===== config.mk =====
export PLATFORM = sky130hd
export DESIGN_NAME = pdt_channel
export DESIGN_NICKNAME = d
export VERILOG_FILES = /design/src/rtl/pdt_pkg.sv /design/src/rtl/pdt_trig_src.sv /design/src/rtl/pdt_counter.sv /design/src/rtl/pdt_lane.sv /design/src/rtl/pdt_channel.sv
export SDC_FILE = /design/constraint.sdc
export NUM_CORES = 1
export LEC_CHECK = 0
export BUFFER_PORTS_ARGS = -buffer_cell sky130_fd_sc_hd__buf_2
export CAP_MARGIN = 10
export CORE_ASPECT_RATIO = 1.1
export CORE_UTILIZATION = 40
export CTS_CLUSTER_DIAMETER = 150
export CTS_CLUSTER_SIZE = 16
export DETAILED_ROUTE_END_ITERATION = 8
export GPL_TIMING_DRIVEN = 1
export PLACE_DENSITY_LB_ADDON = 0.25
export SLEW_MARGIN = 20
export SYNTH_ARGS = -nofsm -noshare
export SYNTH_HDL_FRONTEND = slang
export SYNTH_SLANG_ARGS = --single-unit

===== constraint.sdc =====
create_clock -name clk -period 4.75 [get_ports clk]
set_clock_uncertainty 0.1 [all_clocks]
set_input_delay 0.7125 -clock clk [delete_from_list [all_inputs] [get_ports clk]]
set_output_delay 0.7125 -clock clk [all_outputs]
set_load 0.05 [all_outputs]

===== src/rtl/pdt_pkg.sv =====
package pdt_pkg;
  localparam int REG_W   = 32;
  localparam int FLD_W   = 8;
  localparam int ADR_CTRL = 0;
  localparam int ADR_MODE = 1;
  localparam int ADR_MOD  = 2;
  localparam int ADR_IDLY = 3;
  localparam int ADR_DLY0 = 4;
  localparam int MODE_SW  = 0;
  localparam int MODE_IRQ = 1;

  // Compare of a running counter against a mark, widened to 32 bits
  function automatic logic at_mark(logic run, logic [31:0] cnt, logic [31:0] mark);
    return run && (cnt == mark);
  endfunction

  // Assemble the control readback from its three fields
  function automatic logic [REG_W-1:0] ctrl_pack(logic [FLD_W-1:0] en,
                                                 logic [FLD_W-1:0] sel,
                                                 logic [FLD_W-1:0] chain);
    return {8'h00, chain, sel, en};
  endfunction
endpackage


===== src/rtl/pdt_trig_src.sv =====
module pdt_trig_src (
  input  logic clk,
  input  logic rst_n,
  input  logic hw_trig_i,
  input  logic sw_trig_i,
  input  logic sw_sel_i,
  output logic hw_edge_o,
  output logic start_o
);
  logic hw_q;

  always_ff @(posedge clk) begin
    if (!rst_n) hw_q <= 1'b0;
    else        hw_q <= hw_trig_i;
  end

  assign hw_edge_o = hw_trig_i & ~hw_q;
  assign start_o   = sw_sel_i ? sw_trig_i : hw_edge_o;

  p_edge_single_r2: assert property (@(posedge clk) disable iff (!rst_n)
    hw_edge_o |=> !hw_edge_o);
endmodule


===== src/rtl/pdt_counter.sv =====
module pdt_counter #(
  parameter int CNT_W = 16
) (
  input  logic             clk,
  input  logic             rst_n,
  input  logic             start_i,
  input  logic             irq_en_i,
  input  logic [CNT_W-1:0] mod_buf_i,
  input  logic [CNT_W-1:0] idly_buf_i,
  output logic [CNT_W-1:0] cnt_o,
  output logic             running_o,
  output logic [CNT_W-1:0] mod_act_o,
  output logic [CNT_W-1:0] idly_act_o,
  output logic             irq_o
);
  import pdt_pkg::*;

  logic irq_hit;
  logic at_end;

  assign irq_hit = at_mark(running_o, 32'(cnt_o), 32'(idly_act_o));
  assign at_end  = (cnt_o == mod_act_o);

  always_ff @(posedge clk) begin
    if (!rst_n) begin
      cnt_o      <= '0;
      running_o  <= 1'b0;
      mod_act_o  <= '1;
      idly_act_o <= '0;
      irq_o      <= 1'b0;
    end else begin
      irq_o <= irq_en_i & irq_hit;
      if (start_i) begin
        cnt_o      <= '0;
        running_o  <= 1'b1;
        mod_act_o  <= mod_buf_i;
        idly_act_o <= idly_buf_i;
      end else if (running_o) begin
        if (at_end) running_o <= 1'b0;
        else        cnt_o     <= cnt_o + 1'b1;
      end
    end
  end

  p_cnt_bounded_r9: assert property (@(posedge clk) disable iff (!rst_n)
    running_o |-> (cnt_o <= mod_act_o));
  p_stop_at_mod_r9: assert property (@(posedge clk) disable iff (!rst_n)
    (running_o && at_end && !start_i) |=> !running_o);
  p_idly_hold_r8: assert property (@(posedge clk) disable iff (!rst_n)
    !start_i |=> $stable(idly_act_o));
  p_irq_needs_en_r7: assert property (@(posedge clk) disable iff (!rst_n)
    !irq_en_i |=> !irq_o);
endmodule


===== src/rtl/pdt_lane.sv =====
module pdt_lane #(
  parameter int CNT_W = 16
) (
  input  logic             clk,
  input  logic             rst_n,
  input  logic             en_i,
  input  logic             delayed_i,
  input  logic             chain_i,
  input  logic             start_i,
  input  logic             running_i,
  input  logic [CNT_W-1:0] cnt_i,
  input  logic [CNT_W-1:0] dly_buf_i,
  input  logic             done_prev_i,
  output logic [CNT_W-1:0] dly_act_o,
  output logic             pulse_o
);
  import pdt_pkg::*;

  logic hit;
  logic fire;

  assign hit  = at_mark(running_i, 32'(cnt_i), 32'(dly_act_o));
  assign fire = chain_i ? done_prev_i : (delayed_i ? hit : start_i);

  always_ff @(posedge clk) begin
    if (!rst_n) begin
      dly_act_o <= '0;
      pulse_o   <= 1'b0;
    end else begin
      pulse_o <= en_i & fire;
      if (start_i) dly_act_o <= dly_buf_i;
    end
  end

  p_bypass_r3: assert property (@(posedge clk) disable iff (!rst_n)
    (en_i && !delayed_i && !chain_i && start_i) |=> pulse_o);
  p_chain_r6: assert property (@(posedge clk) disable iff (!rst_n)
    (en_i && chain_i && done_prev_i) |=> pulse_o);
  p_disabled_r5: assert property (@(posedge clk) disable iff (!rst_n)
    !en_i |=> !pulse_o);
  p_dly_hold_r8: assert property (@(posedge clk) disable iff (!rst_n)
    !start_i |=> $stable(dly_act_o));
endmodule


===== src/rtl/pdt_channel.sv =====
module pdt_channel #(
  parameter int M      = 4,
  parameter int CNT_W  = 16,
  parameter int ADDR_W = 4
) (
  input  logic              clk,
  input  logic              rst_n,
  input  logic              hw_trig_i,
  input  logic              sw_trig_i,
  input  logic [M-1:0]      conv_done_i,
  input  logic              wr_en_i,
  input  logic [ADDR_W-1:0] wr_addr_i,
  input  logic [31:0]       wr_data_i,
  input  logic [ADDR_W-1:0] rd_addr_i,
  output logic [31:0]       rd_data_o,
  output logic [M-1:0]      pretrig_o,
  output logic              ch_trig_o,
  output logic              irq_o
);
  import pdt_pkg::*;

  localparam int SEL_LSB   = FLD_W;
  localparam int CHAIN_LSB = 2 * FLD_W;

  logic [M-1:0]     en_q, sel_q, chain_q;
  logic [1:0]       mode_q;
  logic [CNT_W-1:0] mod_buf, idly_buf;
  logic [CNT_W-1:0] dly_buf [M];
  logic [CNT_W-1:0] dly_act [M];
  logic [CNT_W-1:0] cnt, mod_act, idly_act;
  logic             running, start, hw_edge;
  logic             unused_wr;

  assign unused_wr = ^wr_data_i;

  // Register file: control and mode are live, delays are holding copies
  always_ff @(posedge clk) begin
    if (!rst_n) begin
      en_q     <= '0;
      sel_q    <= '0;
      chain_q  <= '0;
      mode_q   <= '0;
      mod_buf  <= '1;
      idly_buf <= '0;
      for (int k = 0; k < M; k++) dly_buf[k] <= '0;
    end else if (wr_en_i) begin
      if (wr_addr_i == ADDR_W'(ADR_CTRL)) begin
        en_q    <= wr_data_i[M-1:0];
        sel_q   <= wr_data_i[SEL_LSB +: M];
        chain_q <= wr_data_i[CHAIN_LSB +: M];
      end
      if (wr_addr_i == ADDR_W'(ADR_MODE)) mode_q   <= wr_data_i[1:0];
      if (wr_addr_i == ADDR_W'(ADR_MOD))  mod_buf  <= wr_data_i[CNT_W-1:0];
      if (wr_addr_i == ADDR_W'(ADR_IDLY)) idly_buf <= wr_data_i[CNT_W-1:0];
      for (int k = 0; k < M; k++)
        if (wr_addr_i == ADDR_W'(ADR_DLY0 + k)) dly_buf[k] <= wr_data_i[CNT_W-1:0];
    end
  end

  always_comb begin
    rd_data_o = '0;
    if (rd_addr_i == ADDR_W'(ADR_CTRL))
      rd_data_o = ctrl_pack(FLD_W'(en_q), FLD_W'(sel_q), FLD_W'(chain_q));
    if (rd_addr_i == ADDR_W'(ADR_MODE)) rd_data_o = 32'(mode_q);
    if (rd_addr_i == ADDR_W'(ADR_MOD))  rd_data_o = 32'(mod_act);
    if (rd_addr_i == ADDR_W'(ADR_IDLY)) rd_data_o = 32'(idly_act);
    for (int k = 0; k < M; k++)
      if (rd_addr_i == ADDR_W'(ADR_DLY0 + k)) rd_data_o = 32'(dly_act[k]);
  end

  pdt_trig_src u_src (
    .clk       (clk),
    .rst_n     (rst_n),
    .hw_trig_i (hw_trig_i),
    .sw_trig_i (sw_trig_i),
    .sw_sel_i  (mode_q[MODE_SW]),
    .hw_edge_o (hw_edge),
    .start_o   (start)
  );

  pdt_counter #(.CNT_W(CNT_W)) u_cnt (
    .clk        (clk),
    .rst_n      (rst_n),
    .start_i    (start),
    .irq_en_i   (mode_q[MODE_IRQ]),
    .mod_buf_i  (mod_buf),
    .idly_buf_i (idly_buf),
    .cnt_o      (cnt),
    .running_o  (running),
    .mod_act_o  (mod_act),
    .idly_act_o (idly_act),
    .irq_o      (irq_o)
  );

  for (genvar k = 0; k < M; k++) begin : g_lane
    localparam int PREV = (k == 0) ? M - 1 : k - 1;
    pdt_lane #(.CNT_W(CNT_W)) u_lane (
      .clk         (clk),
      .rst_n       (rst_n),
      .en_i        (en_q[k]),
      .delayed_i   (sel_q[k]),
      .chain_i     (chain_q[k]),
      .start_i     (start),
      .running_i   (running),
      .cnt_i       (cnt),
      .dly_buf_i   (dly_buf[k]),
      .done_prev_i (conv_done_i[PREV]),
      .dly_act_o   (dly_act[k]),
      .pulse_o     (pretrig_o[k])
    );
  end

  assign ch_trig_o = |pretrig_o;

  p_ctrl_upper_zero_r1: assert property (@(posedge clk) disable iff (!rst_n)
    (rd_addr_i == ADDR_W'(ADR_CTRL)) |-> (rd_data_o[31:24] == 8'h00));
  p_chtrig_follows_r10: assert property (@(posedge clk) disable iff (!rst_n)
    ch_trig_o |-> (pretrig_o != '0));
endmodule


==> impl_metrics.ini <==
[routing]
num_vias = 8467
drt_pass1_iterations = 8
avgRoutedWirePerCell_um = 21.5
first_iter_violations = 800
detail-route-antenna-nets = 0
wirelength_um = 33000
avgViaCountPerCell = 5.50
drc = 0

[yosys]
synth-simple-area-share_pct = 24.1
async_reset_ff_share_pct = 0
synth_compound_area_share_pct = 12.6
ys_warn_count = 0
yosys.area.top_type_share_pct = 30.6
syn-cell-area_um2 = 10800
avgSynthCellArea_um2 = 9.25
yosysSeqAreaShare_pct = 48.4
synth.area.mux_share_pct = 1.48
yosys_most_used_dff = dfxtp_1
synth_top_family_by_area = simple AND/OR/NAND/NOR gates
synthXorXnorAreaFrac_pct = 7.86
syn_inst = 1166
synth_edf_count = 64
yosys-top-cells-area = dfxtp_1 31%, edfxtp_1 18%, nand2_1 9.8%
synth-seq-cells = 229
synth_cell_types = 60
synth.largest_area_cell = dfxtp_1
synthAdderAreaFrac_pct = 0.116

[setup_path]
cp.buffers_inverters = 2
critPathCaptureType = primary output
reg2reg_slack_ns = 2.26
rr_worst_depth = 5
reg2reg_to = u_cnt.cnt_o[5]
rr_startpoint = mode_q[0]
cp.arrival_ns = 2.94
cpPeakStageDelay_ns = 0.49
slowest_stage = nor2_2
start_kind = input port
crit_top_cell = buf_2
cp_data_required_time_ns = 3.94
crit_type = in -> out
crit_path_max_fanout = 14
crit_chain = buf_2, nor2b_1, nand2_1, nor2_2, a222oi_1, a31oi_1, buf_2
crit_family = simple AND/OR/NAND/NOR gates

[clock_tree]
cts_setup_buffers = 0
cts_made_buffers = 18
clock_latency_ns = 0.50
cts-root-buf = clkbuf_16
cts.sinks = 229
htree_num_levels = 1
ctsLongestPathBuffers = 3
cts-resized-gates = 0
path_clk_slew_ns = 0.07
tritoncts = yes
hold_buffers = 0

[place]
routabilityCongestion = 0.951
hpwl_um = 22300
numPortBuffers = 62
dpl.cell_count = 1506

[power]
leakage_nw = 4.25
powerDensity_nw_per_um2 = 343
irDropWorstVdd_uv = 168

[global_route]
met2_usage_pct = 37.3
overflow = 0
grt_pass1_wl_um = 49300
antenna_found_initial = 1
grt_start_max_net_pins = 86
busiest_layer = met2
grtUsageMet3_pct = 4.89
grt_use_met1_pct = 33.6
grt_pass1_vias = 7892
track_usage_pct = 24.3

[die]
die_height_um = 174
fp.dieW_um = 159
die-area_um2 = 27600
num_io_pins = 87
coreArea_um2 = 26300
num_rows = 62
initial_core_util_pct = 41.0

[flow_run]
max_cap_violations = 0

[status]
outcome = complete, no violations

[sta]
tns_ns = 0
hold_slack_ns = 0.332
fmax_mhz = 266
slew_viol_final = 0
finalCritPeriodShare_pct = 79.1
hold_viol = 0
rsz0062_at_grt = false
relSlewSlack_pct = 25.9
finalSetupViolations = 0
fin_crit_ns = 3.76
tightest_slew_ns = 1.11

[cells_and_area]
layout_commonest_cell = nand2_1
final_cells = 1539
fillers = 2597
postLayoutCoreUtil_pct = 44.6
final_nets = 1224
area_growth_pct = 8.77
multi_input_area_um2 = 5090
final_cell_mix = 282 x nand2_1, 165 x dfxtp_1, 92 x xnor2_1, 86 x a21boi_0, 69 x and2_1
drive_gt1_share_pct = 10.1
regArea_um2 = 5230

[min_path]
hold_end = u_src.hw_q
hold_path.class = in -> reg
holdPathStages = 2
hp-start = hw_trig_i
-- Yosys cell counts, types with 5 or more instances --
cell,count
a21boi_0,86
a21boi_1,11
a21oi_1,16
a222oi_1,14
a22oi_1,13
a31oi_1,8
and2_1,69
buf_2,21
buf_4,21
buf_6,13
clkbuf_1,44
dfxtp_1,165
edfxtp_1,64
mux2i_1,16
nand2_1,282
nand2b_1,11
nand3_1,54
nand4_1,27
nor2_1,25
nor2b_1,19
nor4_1,6
o21ai_0,5
o21ai_1,11
o31ai_1,8
or3_1,7
or4_1,11
xnor2_1,92
-- final cells by class --
| type | instances | area share [%] |
|---|---|---|
| diodes | 1 | 0.0213 |
| clock buffers | 31 | 4.43 |
| clock inverters | 1 | 0.139 |
| inverters | 3 | 0.0959 |
| multi-input cells | 845 | 43.3 |
| flip-flops and latches | 229 | 44.5 |
| well taps | 352 | 3.75 |
| repair buffers | 77 | 3.69 |
-- flip-flops by register name, summed over array words and instances, names as in the netlist, 16 cells and up --
register,cells
dly_buf,64
g_lane.u_lane.dly_act_o,64
idly_buf,16
mod_buf,16
u_cnt.cnt_o,16
u_cnt.idly_act_o,16
u_cnt.mod_act_o,16
-- worst reg2reg max path, stage by stage, from the launching register on --
cell and delay (ns):
dfxtp_1 0.38, nand2b_1 0.20, o21a_4 0.55, nand2_1 0.52, or4_1 0.61, nand2_1 0.08
-- through the flow --
stage	worst slack, ns	power, W	cell area, µm²
after global routing	0.868	0.00417	11700
final	0.995	0.00402	11700
after floorplan	1.41	0.00245	10800
after CTS	1.05	0.00406	11700
after global placement	1.09	0.00260	11200
after detailed placement	1.10	0.00260	11200
-- worst max-delay path by stage --
stage / from / to / cells past startpoint
floorplan: rd_addr_i[3] / rd_data_o[4] / 5
global placement: rd_addr_i[2] / rd_data_o[6] / 7
detailed placement: rd_addr_i[2] / rd_data_o[5] / 7
CTS: rd_addr_i[2] / rd_data_o[5] / 7
global route: rd_addr_i[2] / rd_data_o[6] / 7
finish: rd_addr_i[2] / rd_data_o[5] / 7
-- routing by layer --
layer	vias to the layer above	wire length, µm
li1	3981	-
met1	4070	14600
met2	338	14800
met3	76	2410
met4	2	1170
met5	-	15
-- cells by family (layout without fill, tap and decap cells) --
family | after synthesis | after routing
mux | 16 | 16
other cells | 1 | 13
flops | 229 | 229
compound gates | 186 | 186
buf+inv | 103 | 112
simple gates | 534 | 534
xor+xnor | 96 | 96
fa+ha+maj | 1 | 1
-- power breakdown --
| part | internal (W) | switching [W] | leakage (nW) |
|---|---|---|---|
| registers | 0.00209 | 0.0000762 | 1.96 |
| logic | 0.000126 | 0.000274 | 2.04 |
| clock network | 0.000753 | 0.000709 | 0.255 |
| total | 0.00297 | 0.00106 | 4.25 |
Power figures use the tool's default switching activity.
